**config.mk**
```make
export PLATFORM = sky130hd
export DESIGN_NAME = blk_taskfile_xlate
export DESIGN_NICKNAME = d
export VERILOG_FILES = /design/src/rtl/blk_xlate_pkg.sv /design/src/rtl/blk_div_restore.sv /design/src/rtl/blk_tf_pack.sv /design/src/rtl/blk_taskfile_xlate.sv
export SDC_FILE = /design/constraint.sdc
export NUM_CORES = 1
export LEC_CHECK = 0
export ABC_AREA = 1
export BUFFER_PORTS_ARGS = -buffer_cell sky130_fd_sc_hd__buf_2
export CAP_MARGIN = 30
export CORE_MARGIN = 1.5
export CORE_UTILIZATION = 30
export CTS_CLUSTER_DIAMETER = 50
export DETAILED_ROUTE_END_ITERATION = 8
export PLACE_DENSITY = 0.58
export SLEW_MARGIN = 20
export SYNTH_ARGS = -nofsm -noshare
export SYNTH_HDL_FRONTEND = slang
export SYNTH_SLANG_ARGS = --single-unit
```
**constraint.sdc**
```tcl
create_clock -name clk -period 2.28 [get_ports clk]
set_input_delay 0 -clock clk [delete_from_list [all_inputs] [get_ports clk]]
set_output_delay 0 -clock clk [all_outputs]
set_load 0.02 [all_outputs]
```
**src/rtl/blk_xlate_pkg.sv**
```systemverilog
package blk_xlate_pkg;

  typedef logic [7:0] tf_byte_t;

  // Four register bytes handed to the command issuer.
  typedef struct packed {
    tf_byte_t sect;
    tf_byte_t cyl_lo;
    tf_byte_t cyl_hi;
    tf_byte_t drive;
  } tf_regs_t;

  localparam tf_byte_t DRV_FIXED = 8'hA0;
  localparam tf_byte_t DRV_LINEAR = 8'h40;
  localparam tf_byte_t DRV_SECOND = 8'h10;

  typedef enum logic [1:0] {
    XL_IDLE = 2'd0,
    XL_CYL  = 2'd1,
    XL_HEAD = 2'd2
  } xl_state_e;

endpackage

```
**src/rtl/blk_div_restore.sv**
```systemverilog
module blk_div_restore #(
  parameter int N = 28
) (
  input  logic         clk,
  input  logic         rst_n,
  input  logic         go_i,
  input  logic [N-1:0] dividend_i,
  input  logic [N-1:0] divisor_i,
  output logic         busy_o,
  output logic         done_o,
  output logic [N-1:0] quo_o,
  output logic [N-1:0] rem_o
);

  localparam int CW = $clog2(N + 1);

  logic [N:0]    part_q;
  logic [N-1:0]  shq_q;
  logic [N-1:0]  dvs_q;
  logic [CW-1:0] cnt_q;
  logic          busy_q;
  logic          done_q;

  // one trial subtraction per cycle
  logic [N:0] shifted;
  logic [N:0] trial;
  logic       fits;
  logic       last_step;

  assign shifted   = {part_q[N-1:0], shq_q[N-1]};
  assign trial     = shifted - {1'b0, dvs_q};
  assign fits      = ~trial[N];
  assign last_step = busy_q && (cnt_q == CW'(N - 1));

  always_ff @(posedge clk or negedge rst_n) begin
    if (!rst_n) begin
      part_q <= '0;
      shq_q  <= '0;
      dvs_q  <= '0;
      cnt_q  <= '0;
      busy_q <= 1'b0;
      done_q <= 1'b0;
    end else begin
      done_q <= 1'b0;
      if (!busy_q && go_i) begin
        part_q <= '0;
        shq_q  <= dividend_i;
        dvs_q  <= divisor_i;
        cnt_q  <= '0;
        busy_q <= 1'b1;
      end else if (busy_q) begin
        part_q <= fits ? trial : shifted;
        shq_q  <= {shq_q[N-2:0], fits};
        cnt_q  <= cnt_q + 1'b1;
        if (last_step) begin
          busy_q <= 1'b0;
          done_q <= 1'b1;
        end
      end
    end
  end

  assign busy_o = busy_q;
  assign done_o = done_q;
  assign quo_o  = shq_q;
  assign rem_o  = part_q[N-1:0];

  // a finished division always leaves a remainder below the divisor
  a_r5_rem_below_divisor: assert property (@(posedge clk) disable iff (!rst_n)
    (done_o && dvs_q != '0) |-> (rem_o < dvs_q));

  // completion is a single-cycle event
  a_r8_done_single: assert property (@(posedge clk) disable iff (!rst_n)
    done_o |=> !done_o);

endmodule

```
**src/rtl/blk_tf_pack.sv**
```systemverilog
module blk_tf_pack
  import blk_xlate_pkg::*;
#(
  parameter int BLK_W = 28,
  parameter int CYL_W = 16
) (
  input  logic             linear_i,
  input  logic             second_i,
  input  logic [BLK_W-1:0] block_i,
  input  logic [CYL_W-1:0] cyl_i,
  input  logic [7:0]       head_i,
  input  logic [7:0]       srem_i,
  output tf_regs_t         regs_o
);

  // linear mode: block fields go straight into the bytes
  function automatic tf_regs_t pack_linear(input logic [BLK_W-1:0] blk,
                                           input logic sec);
    tf_regs_t r;
    r.sect   = blk[7:0];
    r.cyl_lo = blk[15:8];
    r.cyl_hi = blk[23:16];
    r.drive  = DRV_FIXED | DRV_LINEAR | (sec ? DRV_SECOND : 8'h00)
             | {5'b0, blk[26:24]};
    return r;
  endfunction

  // geometry mode: sector numbering starts at one
  function automatic tf_regs_t pack_geom(input logic [CYL_W-1:0] cyl,
                                         input logic [7:0] head,
                                         input logic [7:0] srem,
                                         input logic sec);
    tf_regs_t r;
    r.sect   = srem + 8'd1;
    r.cyl_lo = cyl[7:0];
    r.cyl_hi = cyl[15:8];
    r.drive  = DRV_FIXED | (sec ? DRV_SECOND : 8'h00) | head;
    return r;
  endfunction

  assign regs_o = linear_i ? pack_linear(block_i, second_i)
                           : pack_geom(cyl_i, head_i, srem_i, second_i);

endmodule

```
**src/rtl/blk_taskfile_xlate.sv**
```systemverilog
module blk_taskfile_xlate
  import blk_xlate_pkg::*;
#(
  parameter int BLK_W = 28,
  parameter int GEO_W = 8
) (
  input  logic             clk,
  input  logic             rst_n,
  input  logic             start_i,
  input  logic [BLK_W-1:0] block_i,
  input  logic [BLK_W-1:0] blk_count_i,
  input  logic             lba_mode_i,
  input  logic [GEO_W-1:0] heads_i,
  input  logic [GEO_W-1:0] spt_i,
  input  logic             slave_i,
  output logic [7:0]       sect_o,
  output logic [7:0]       cyl_lo_o,
  output logic [7:0]       cyl_hi_o,
  output logic [7:0]       drive_o,
  output logic             valid_o,
  output logic             range_err_o
);

  localparam int CYL_W  = 16;
  localparam int PROD_W = 2 * GEO_W;  // BLK_W must be at least PROD_W and 27

  xl_state_e        state_q;
  logic [GEO_W-1:0] spt_q;
  logic             second_q;
  logic [CYL_W-1:0] cyl_q;
  tf_regs_t         regs_q;
  logic             valid_q;
  logic             err_q;

  // named events for the assertions
  logic             idle;
  logic             accept;
  logic             too_far;
  logic             geo_zero;
  logic             reject;
  logic             take_linear;
  logic             take_geom;
  logic             cyl_done;
  logic             head_done;

  logic [PROD_W-1:0] hs_prod;
  logic              div_go;
  logic [BLK_W-1:0]  div_dividend;
  logic [BLK_W-1:0]  div_divisor;
  logic              div_busy;
  logic              div_done;
  logic [BLK_W-1:0]  div_quo;
  logic [BLK_W-1:0]  div_rem;
  tf_regs_t          pack_regs;

  assign idle        = (state_q == XL_IDLE);
  assign accept      = idle && start_i;
  assign too_far     = block_i > blk_count_i;
  assign geo_zero    = !lba_mode_i && (heads_i == '0 || spt_i == '0);
  assign reject      = accept && (too_far || geo_zero);
  assign take_linear = accept && !reject && lba_mode_i;
  assign take_geom   = accept && !reject && !lba_mode_i;
  assign cyl_done    = (state_q == XL_CYL) && div_done;
  assign head_done   = (state_q == XL_HEAD) && div_done;

  assign hs_prod      = heads_i * spt_i;
  assign div_go       = take_geom || cyl_done;
  assign div_dividend = idle ? block_i : div_rem;
  assign div_divisor  = idle ? BLK_W'(hs_prod) : BLK_W'(spt_q);

  blk_div_restore #(.N(BLK_W)) u_div (
    .clk        (clk),
    .rst_n      (rst_n),
    .go_i       (div_go),
    .dividend_i (div_dividend),
    .divisor_i  (div_divisor),
    .busy_o     (div_busy),
    .done_o     (div_done),
    .quo_o      (div_quo),
    .rem_o      (div_rem)
  );

  blk_tf_pack #(.BLK_W(BLK_W), .CYL_W(CYL_W)) u_pack (
    .linear_i (idle),
    .second_i (idle ? slave_i : second_q),
    .block_i  (block_i),
    .cyl_i    (cyl_q),
    .head_i   (div_quo[7:0]),
    .srem_i   (div_rem[7:0]),
    .regs_o   (pack_regs)
  );

  always_ff @(posedge clk or negedge rst_n) begin
    if (!rst_n) begin
      state_q  <= XL_IDLE;
      spt_q    <= '0;
      second_q <= 1'b0;
      cyl_q    <= '0;
      regs_q   <= '0;
      valid_q  <= 1'b0;
      err_q    <= 1'b0;
    end else begin
      valid_q <= 1'b0;
      err_q   <= reject;
      unique case (state_q)
        XL_IDLE: begin
          if (take_linear) begin
            regs_q  <= pack_regs;
            valid_q <= 1'b1;
          end else if (take_geom) begin
            spt_q    <= spt_i;
            second_q <= slave_i;
            state_q  <= XL_CYL;
          end
        end
        XL_CYL: begin
          if (div_done) begin
            cyl_q   <= div_quo[CYL_W-1:0];
            state_q <= XL_HEAD;
          end
        end
        XL_HEAD: begin
          if (div_done) begin
            regs_q  <= pack_regs;
            valid_q <= 1'b1;
            state_q <= XL_IDLE;
          end
        end
        default: state_q <= XL_IDLE;
      endcase
    end
  end

  assign sect_o      = regs_q.sect;
  assign cyl_lo_o    = regs_q.cyl_lo;
  assign cyl_hi_o    = regs_q.cyl_hi;
  assign drive_o     = regs_q.drive;
  assign valid_o     = valid_q;
  assign range_err_o = err_q;

  // result and rejection never coincide
  a_r8_valid_err_excl: assert property (@(posedge clk) disable iff (!rst_n)
    !(valid_o && range_err_o));

  // the result is a one-cycle pulse
  a_r8_valid_pulse: assert property (@(posedge clk) disable iff (!rst_n)
    valid_o |=> !valid_o);

  // fixed drive-byte bits present on every result
  a_r4_drive_fixed: assert property (@(posedge clk) disable iff (!rst_n)
    valid_o |-> (drive_o[7] && drive_o[5]));

  // a rejected request launches no division
  a_r6_reject_no_div: assert property (@(posedge clk) disable iff (!rst_n)
    reject |=> !div_busy);

  // outside idle a start never reloads the divider
  a_r9_busy_ignore: assert property (@(posedge clk) disable iff (!rst_n)
    (state_q == XL_CYL && !div_done) |-> !div_go);

  // a geometry result never carries sector zero
  a_r5_sector_nonzero: assert property (@(posedge clk) disable iff (!rst_n)
    (valid_o && !drive_o[6]) |-> (sect_o != 8'd0));

endmodule

```
# [Word-level counts from Yosys, hierarchy flattened]
# Index checks and enable logic that the tools add are counted.
[classes] add_sub_neg=3 mul=1 div_mod_pow=0 magnitude_cmp=1 eq_ne=8 shift=0 mux=29 bitwise=4 reduce_logical=24
[op_table] operator="$mux 28" count=6
[op_table] operator="$mux 32" count=3
[op_table] operator="$pmux 32 s2" count=1
[op_table] operator="$sub 29x28->29" count=1
[op_table] operator="$gt 28x28->1" count=1
[op_table] operator="$logic_not 8->1" count=2
[op_table] operator="$mul 8x8->16" count=1
[op_table] operator="$mux 16" count=1
[op_table] operator="$mux 5" count=3
[op_table] operator="$logic_and 1x1->1" count=9
[op_table] operator="$mux 1" count=9
[op_table] operator="$add 8x1->8 const B" count=1
[op_table] operator="$mux 2" count=4
[op_table] operator="$ne 2x1->1 const B" count=4
[op_table] operator="$or 8x3->8" count=1
[op_table] operator="$or 8x8->8" count=1
[op_table] operator="$pmux 2 s3" count=1
[op_table] operator="$reduce_and 3->1" count=2
[op_table] operator="$add 5x1->5 const B" count=1
[op_table] operator="$eq 5x5->1 const B" count=1
[op_table] operator="$reduce_and 4->1" count=1
[op_table] operator="$reduce_bool 2->1" count=2
[op_table] operator="$logic_not 1->1" count=3
[op_table] operator="$logic_or 1x1->1" count=3
[op_table] operator="other kinds (7)" count=8
[totals] ff_bits=152 latchBits=0 ram_bits=0 rom_bits=0 output_inout_bits=34 elab_cells=86 memories=0

# [Depth between registers and ports, before layout]
[logic_depth] depth_word=11 depth_mapped=22

# [Hierarchy]
# Synthesis repeated with hierarchy kept, for this count alone.
[unflattened] hier_cells=1827 area_unflattened_um2=12610.8
[by_module_without_submodules] mod="blk_div_restore" n_inst=1 cells_per_inst=905 area_per_inst_um2=6227.2 seq_area_each_um2=2277.2
[by_module_without_submodules] mod="blk_taskfile_xlate" n_inst=1 cells_per_inst=805 area_per_inst_um2=5871.9 seq_area_each_um2=1526.5
[by_module_without_submodules] mod="blk_tf_pack" n_inst=1 cells_per_inst=117 area_per_inst_um2=511.7 seq_area_each_um2=0.0

# [Worst setup path after synthesis]
# Ideal clock, no wire load.
[synth_path] kind="input -> register" from="input heads_i[2]" to="register u_div.dvs_q[12]" setup_time_ns=0.066 arrival_time_ns=3.844 required_ns=2.214 path_slack_ns=-1.629 stages=20 n_path_buf=1 cell_sequence="clkbuf_1 -> nand2_1 -> fa_1 -> fa_1 -> inv_1 -> fa_1 -> inv_1 -> fa_1 -> inv_1 -> ha_1 -> a21oi_1 -> o21ai_0 -> a21o_1 -> a21oi_1 -> inv_1 -> nand2_1 -> nand2_1 -> nor2_1 -> nand3_1 -> nand2_1"
[synth_between] elab_chain_cells=10
[synth_lines] element="start, declared" line="blk_taskfile_xlate.sv:13" text="input logic [GEO_W-1:0] heads_i,"
[synth_lines] element="parallel branches: the longest is 10 deep, another holds $mul 8x8->16"
[synth_lines] element="end signal, assigned" line="blk_div_restore.sv:48" text="dvs_q <= divisor_i;"
[synth_lines] element="end, declared" line="blk_div_restore.sv:19" text="logic [N-1:0] dvs_q;"
# Parallel ways; which one is timed is not known.
# A chain may end at the register's enable or synchronous reset.

# [Worst setup path in the final report]
[layout_path] from="input spt_i[5]" to="register u_div.dvs_q[12]"
[layout_between] elab_chain_cells=10
[layout_lines] element="start, declared" line="blk_taskfile_xlate.sv:14" text="input logic [GEO_W-1:0] spt_i,"
[layout_lines] element="parallel branches: the longest is 10 deep, another holds $mul 8x8->16"
# Parallel ways; which one is timed is not known.

==> summary.txt <==
Reg2Reg Depth: 18
Post-synthesis sequential area ratio: 30.9%
Overflow after GRT: 0
Type of origin of the critical path: input pin
Final WS setup: -0.843 ns
Post-synth cell types: 45
Post-Place Worst Slack: -1.34 ns
Maximum vdd drop: 0.559 mV
Die ar.: 38700 sq um
Antenna viol nets, final: 0
Overall Power: 13.0 mW
Layout cells sized above 1: 26.3%
Hold path depth: 5
Syn. warnings: 0
Htree depth: 4
Ports: 111
Top FF cell, synth: dfrtp_1
Grt met2 use: 28.5%
EDFF count, synth: 0
Hold Path Class: input pin to flip-flop
Reg-to-Reg End: u_div.part_q[26]
Ant diodes: 0
FMAX: 320 MHz
Crit-path leading delay family: adder cells
HPWL Detailed: 23.8 mm
Total wire length: 32.7 mm
Critical path class: input pin to flip-flop
Hold Startpoint: block_i[14]
CP Depth: 21
Worst-path clk slew: 0.07 ns
Max Slew Vio Count: 0
Violated checks: setup timing
Seq cells post-synth: 139
Clock sinks: 139
DP Cell Count: 2159
Sink of the worst hold path: cyl_lo_o[6]
Final Skew: 0.0130 ns
Met3 Usage GRT: 1.73%
Setup crit end kind: flip-flop
CP Max Fanout: 4
Final Hold Fails: 0
Outcome: finished with violations
Fin nets: 1947
Drt initial violations: 678
DRC: 0
Initial core utilization: 30.6%
Core Area: 36800 sq um
Post-Syn Area: 11300 sq um
RSZ-0062 raised after global routing: true
Synth top area share: 30.9%
DP Area: 12900 sq um
Hold WS: 0.00173 ns
Clk root buf: clkbuf_16
Worst slew margin: 46.0%
First-pass GRT wire length: 51.6 mm
Syn_nets: 1760
Endpoints failing setup: 31
Post-synthesis async set-or-reset flop share: 100%
Power Dens Cells: 876 nW/um^2
Syn_area_per_cell: 7.20 sq um
Top cells by area, synth: dfrtp_1 31%, nand2_1 17%, ha_1 9.1%
Worst R2R Setup Slack: -0.07 ns
GPL Wtd Cong: 0.875
Commonest non-fill, non-tap cell in the layout: nand2_1
Buf+Inv Stages, Crit Path: 6
Design area: 14900 sq um
Most frequent cells in the layout: 454 x nand2_1, 211 x inv_1, 138 x dfrtp_1
Area leader, netlist: dfrtp_1
Via density: 4.75
CP required: 2.64 ns
Die height: 197 um
Port Buffers: 110
Total track usage: 16.4%
Worst Path Arrival: 3.48 ns
Max stage delay on crit path: 0.49 ns
Slowest-stage cell, CP: fa_1
Slew @ Worst Pin: 0.810 ns
Die X: 197 um
Reg2Reg Launch Point: u_div.quo_o[27]
Fin cells: 2232
Layout fillers: 3722
Pin count of the biggest net entering global routing: 66
Routed wire length per instance: 14.6 um
GR Util met1: 21.6%
Core Rows: 70
Clock Latency Late Sink: 0.42 ns
Leakage Power: 7.50 nW
CTS tree: done
Busiest grt layer: met2
Final period util: 137%
Crit path time final: 3.12 ns
Most used cell, CP: fa_1
Clock Tree Buf Depth: 2
Vias: 10600
Cells after Synth: 1564
Max-capacitance violation count: 0
Vias in the first global route: 10400
CTS Buf Count: 17
Initial antenna violation count: 0
Synthesis-to-finish area growth: 32.2%
Pre-antenna DRT Iters: 5
CP cell instances: buf_12 > buf_6 > nand2_2 > inv_2 > fa_1 > fa_1 > fa_1 > inv_1 > fa_1 > inv_2 > ha_4 > a21oi_4 > o21ai_2 > a21o_1 > a21oi_2 > inv_1 > nand2_1 > nand2_1 > nor2_1 > nand3_1 > nand2_1
[report_power, final]
group | leakage [nW] | internal, mW | total (mW) | switching, mW
logic | 5.64 | 3.14 | 6.79 | 3.65
registers | 1.57 | 2.85 | 3.25 | 0.405
clock network | 0.300 | 1.87 | 2.99 | 1.13
[registers in the layout (all words and copies together) (netlist names)]
register      flops
range_err_o       1
valid_o           1
sect_o            8
u_div.cnt_q       5
cyl_q            16
state_q           2
u_div.quo_o      28
u_div.part_q     28
u_div.busy_o      1
cyl_lo_o          8
second_q          1
cyl_hi_o          8
drive_o           7
spt_q             8
u_div.dvs_q      16
u_div.done_o      1
[through the flow]
step	util, %	TNS, ns
2_1_floorplan	-	-10.10
3_3_place_gp	35.2	-14.01
3_5_place_dp	35.2	-14.80
4_1_cts	38.2	-7.91
5_1_grt	40.5	-12.87
6_report	40.5	-8.12
[cells by family after synthesis]
| logic type | after synthesis | synth area share [%] |
|---|---|---|
| adders and majority gates | 119 | 15.7 |
| xor gates and xnor gates | 23 | 1.79 |
| muxes | 8 | 0.800 |
| DFF | 139 | 30.9 |
| and+or+nand+nor | 806 | 31.2 |
| AOI/OAI and AO/OA | 150 | 7.40 |
| buffers and inverters | 319 | 12.3 |
[worst max path at each step]
stage,endpoint,start
after detailed placement,u_div.dvs_q[12],spt_i[5]
final,u_div.dvs_q[12],spt_i[5]
after global placement,u_div.dvs_q[12],heads_i[2]
after CTS,u_div.dvs_q[13],spt_i[2]
after floorplan,u_div.dvs_q[12],heads_i[2]
after global routing,u_div.dvs_q[12],spt_i[5]
[layout make-up]
cell class	count	area (sq um)	share of cell area, %
Timing Repair Buffer	242	2040	13.7
Multi-Input combinational cell	1107	7230	48.6
Tap cell	468	586	3.93
Sequential cell	139	3480	23.4
Clock buffer	19	443	2.98
Clock inverter	13	191	1.29
Inverter	244	918	6.17
[routing by layer]
metal  up-vias  routed length, um
met2       204              16100
met3        33                951
met1      5040              15200
met5         -                  0
met4         0                505
li1       5318                  -
[synth_stat cells, types with 3 or more instances]
| library cell | n |
|---|---|
| o21bai_1 | 5 |
| nand2_2 | 3 |
| buf_6 | 16 |
| inv_2 | 4 |
| ha_1 | 82 |
| nor4_1 | 3 |
| o211ai_1 | 15 |
| o21ai_0 | 66 |
| or2_2 | 3 |
| nand3_2 | 3 |
| nand4_1 | 34 |
| xnor2_1 | 15 |
| buf_2 | 19 |
| nand2_1 | 506 |
| buf_4 | 5 |
| nand3_1 | 155 |
| nor3_1 | 10 |
| dfrtp_1 | 139 |
| clkbuf_1 | 31 |
| xor2_1 | 8 |
| a21o_1 | 7 |
| nor2_2 | 5 |
| nor2_1 | 70 |
| o21ai_1 | 4 |
| inv_1 | 240 |
| fa_1 | 37 |
| a21oi_1 | 48 |
| mux2_2 | 8 |
[worst register-to-register path, stage by stage, from the launching register on]
cell	delay, ns
dfrtp_1	0.39
inv_2	0.07
ha_4	0.13
inv_2	0.04
fa_2	0.37
nand3_2	0.09
nand2_4	0.08
nand3_2	0.08
nand3_2	0.09
nand2_2	0.12
nand2_2	0.08
nand2_4	0.12
buf_12	0.12
nand2_8	0.07
clkbuf_16	0.17
nand2_2	0.07
o21ai_2	0.05
nand2_1	0.05
nand2_1	0.06
[timing repair]
| item | in CTS | in global routing |
|---|---|---|
| setup endpoints to repair | 40 | 106 |
| gates cloned | 0 | 10 |
| setup buffers | 7 | 10 |
| pin swaps | 50 | 79 |
| hold buffers | 17 | 0 |
| resized for setup | 80 | 136 |
| hold endpoints to repair | 78 | 0 |
(Power assumes the default switching activity.)
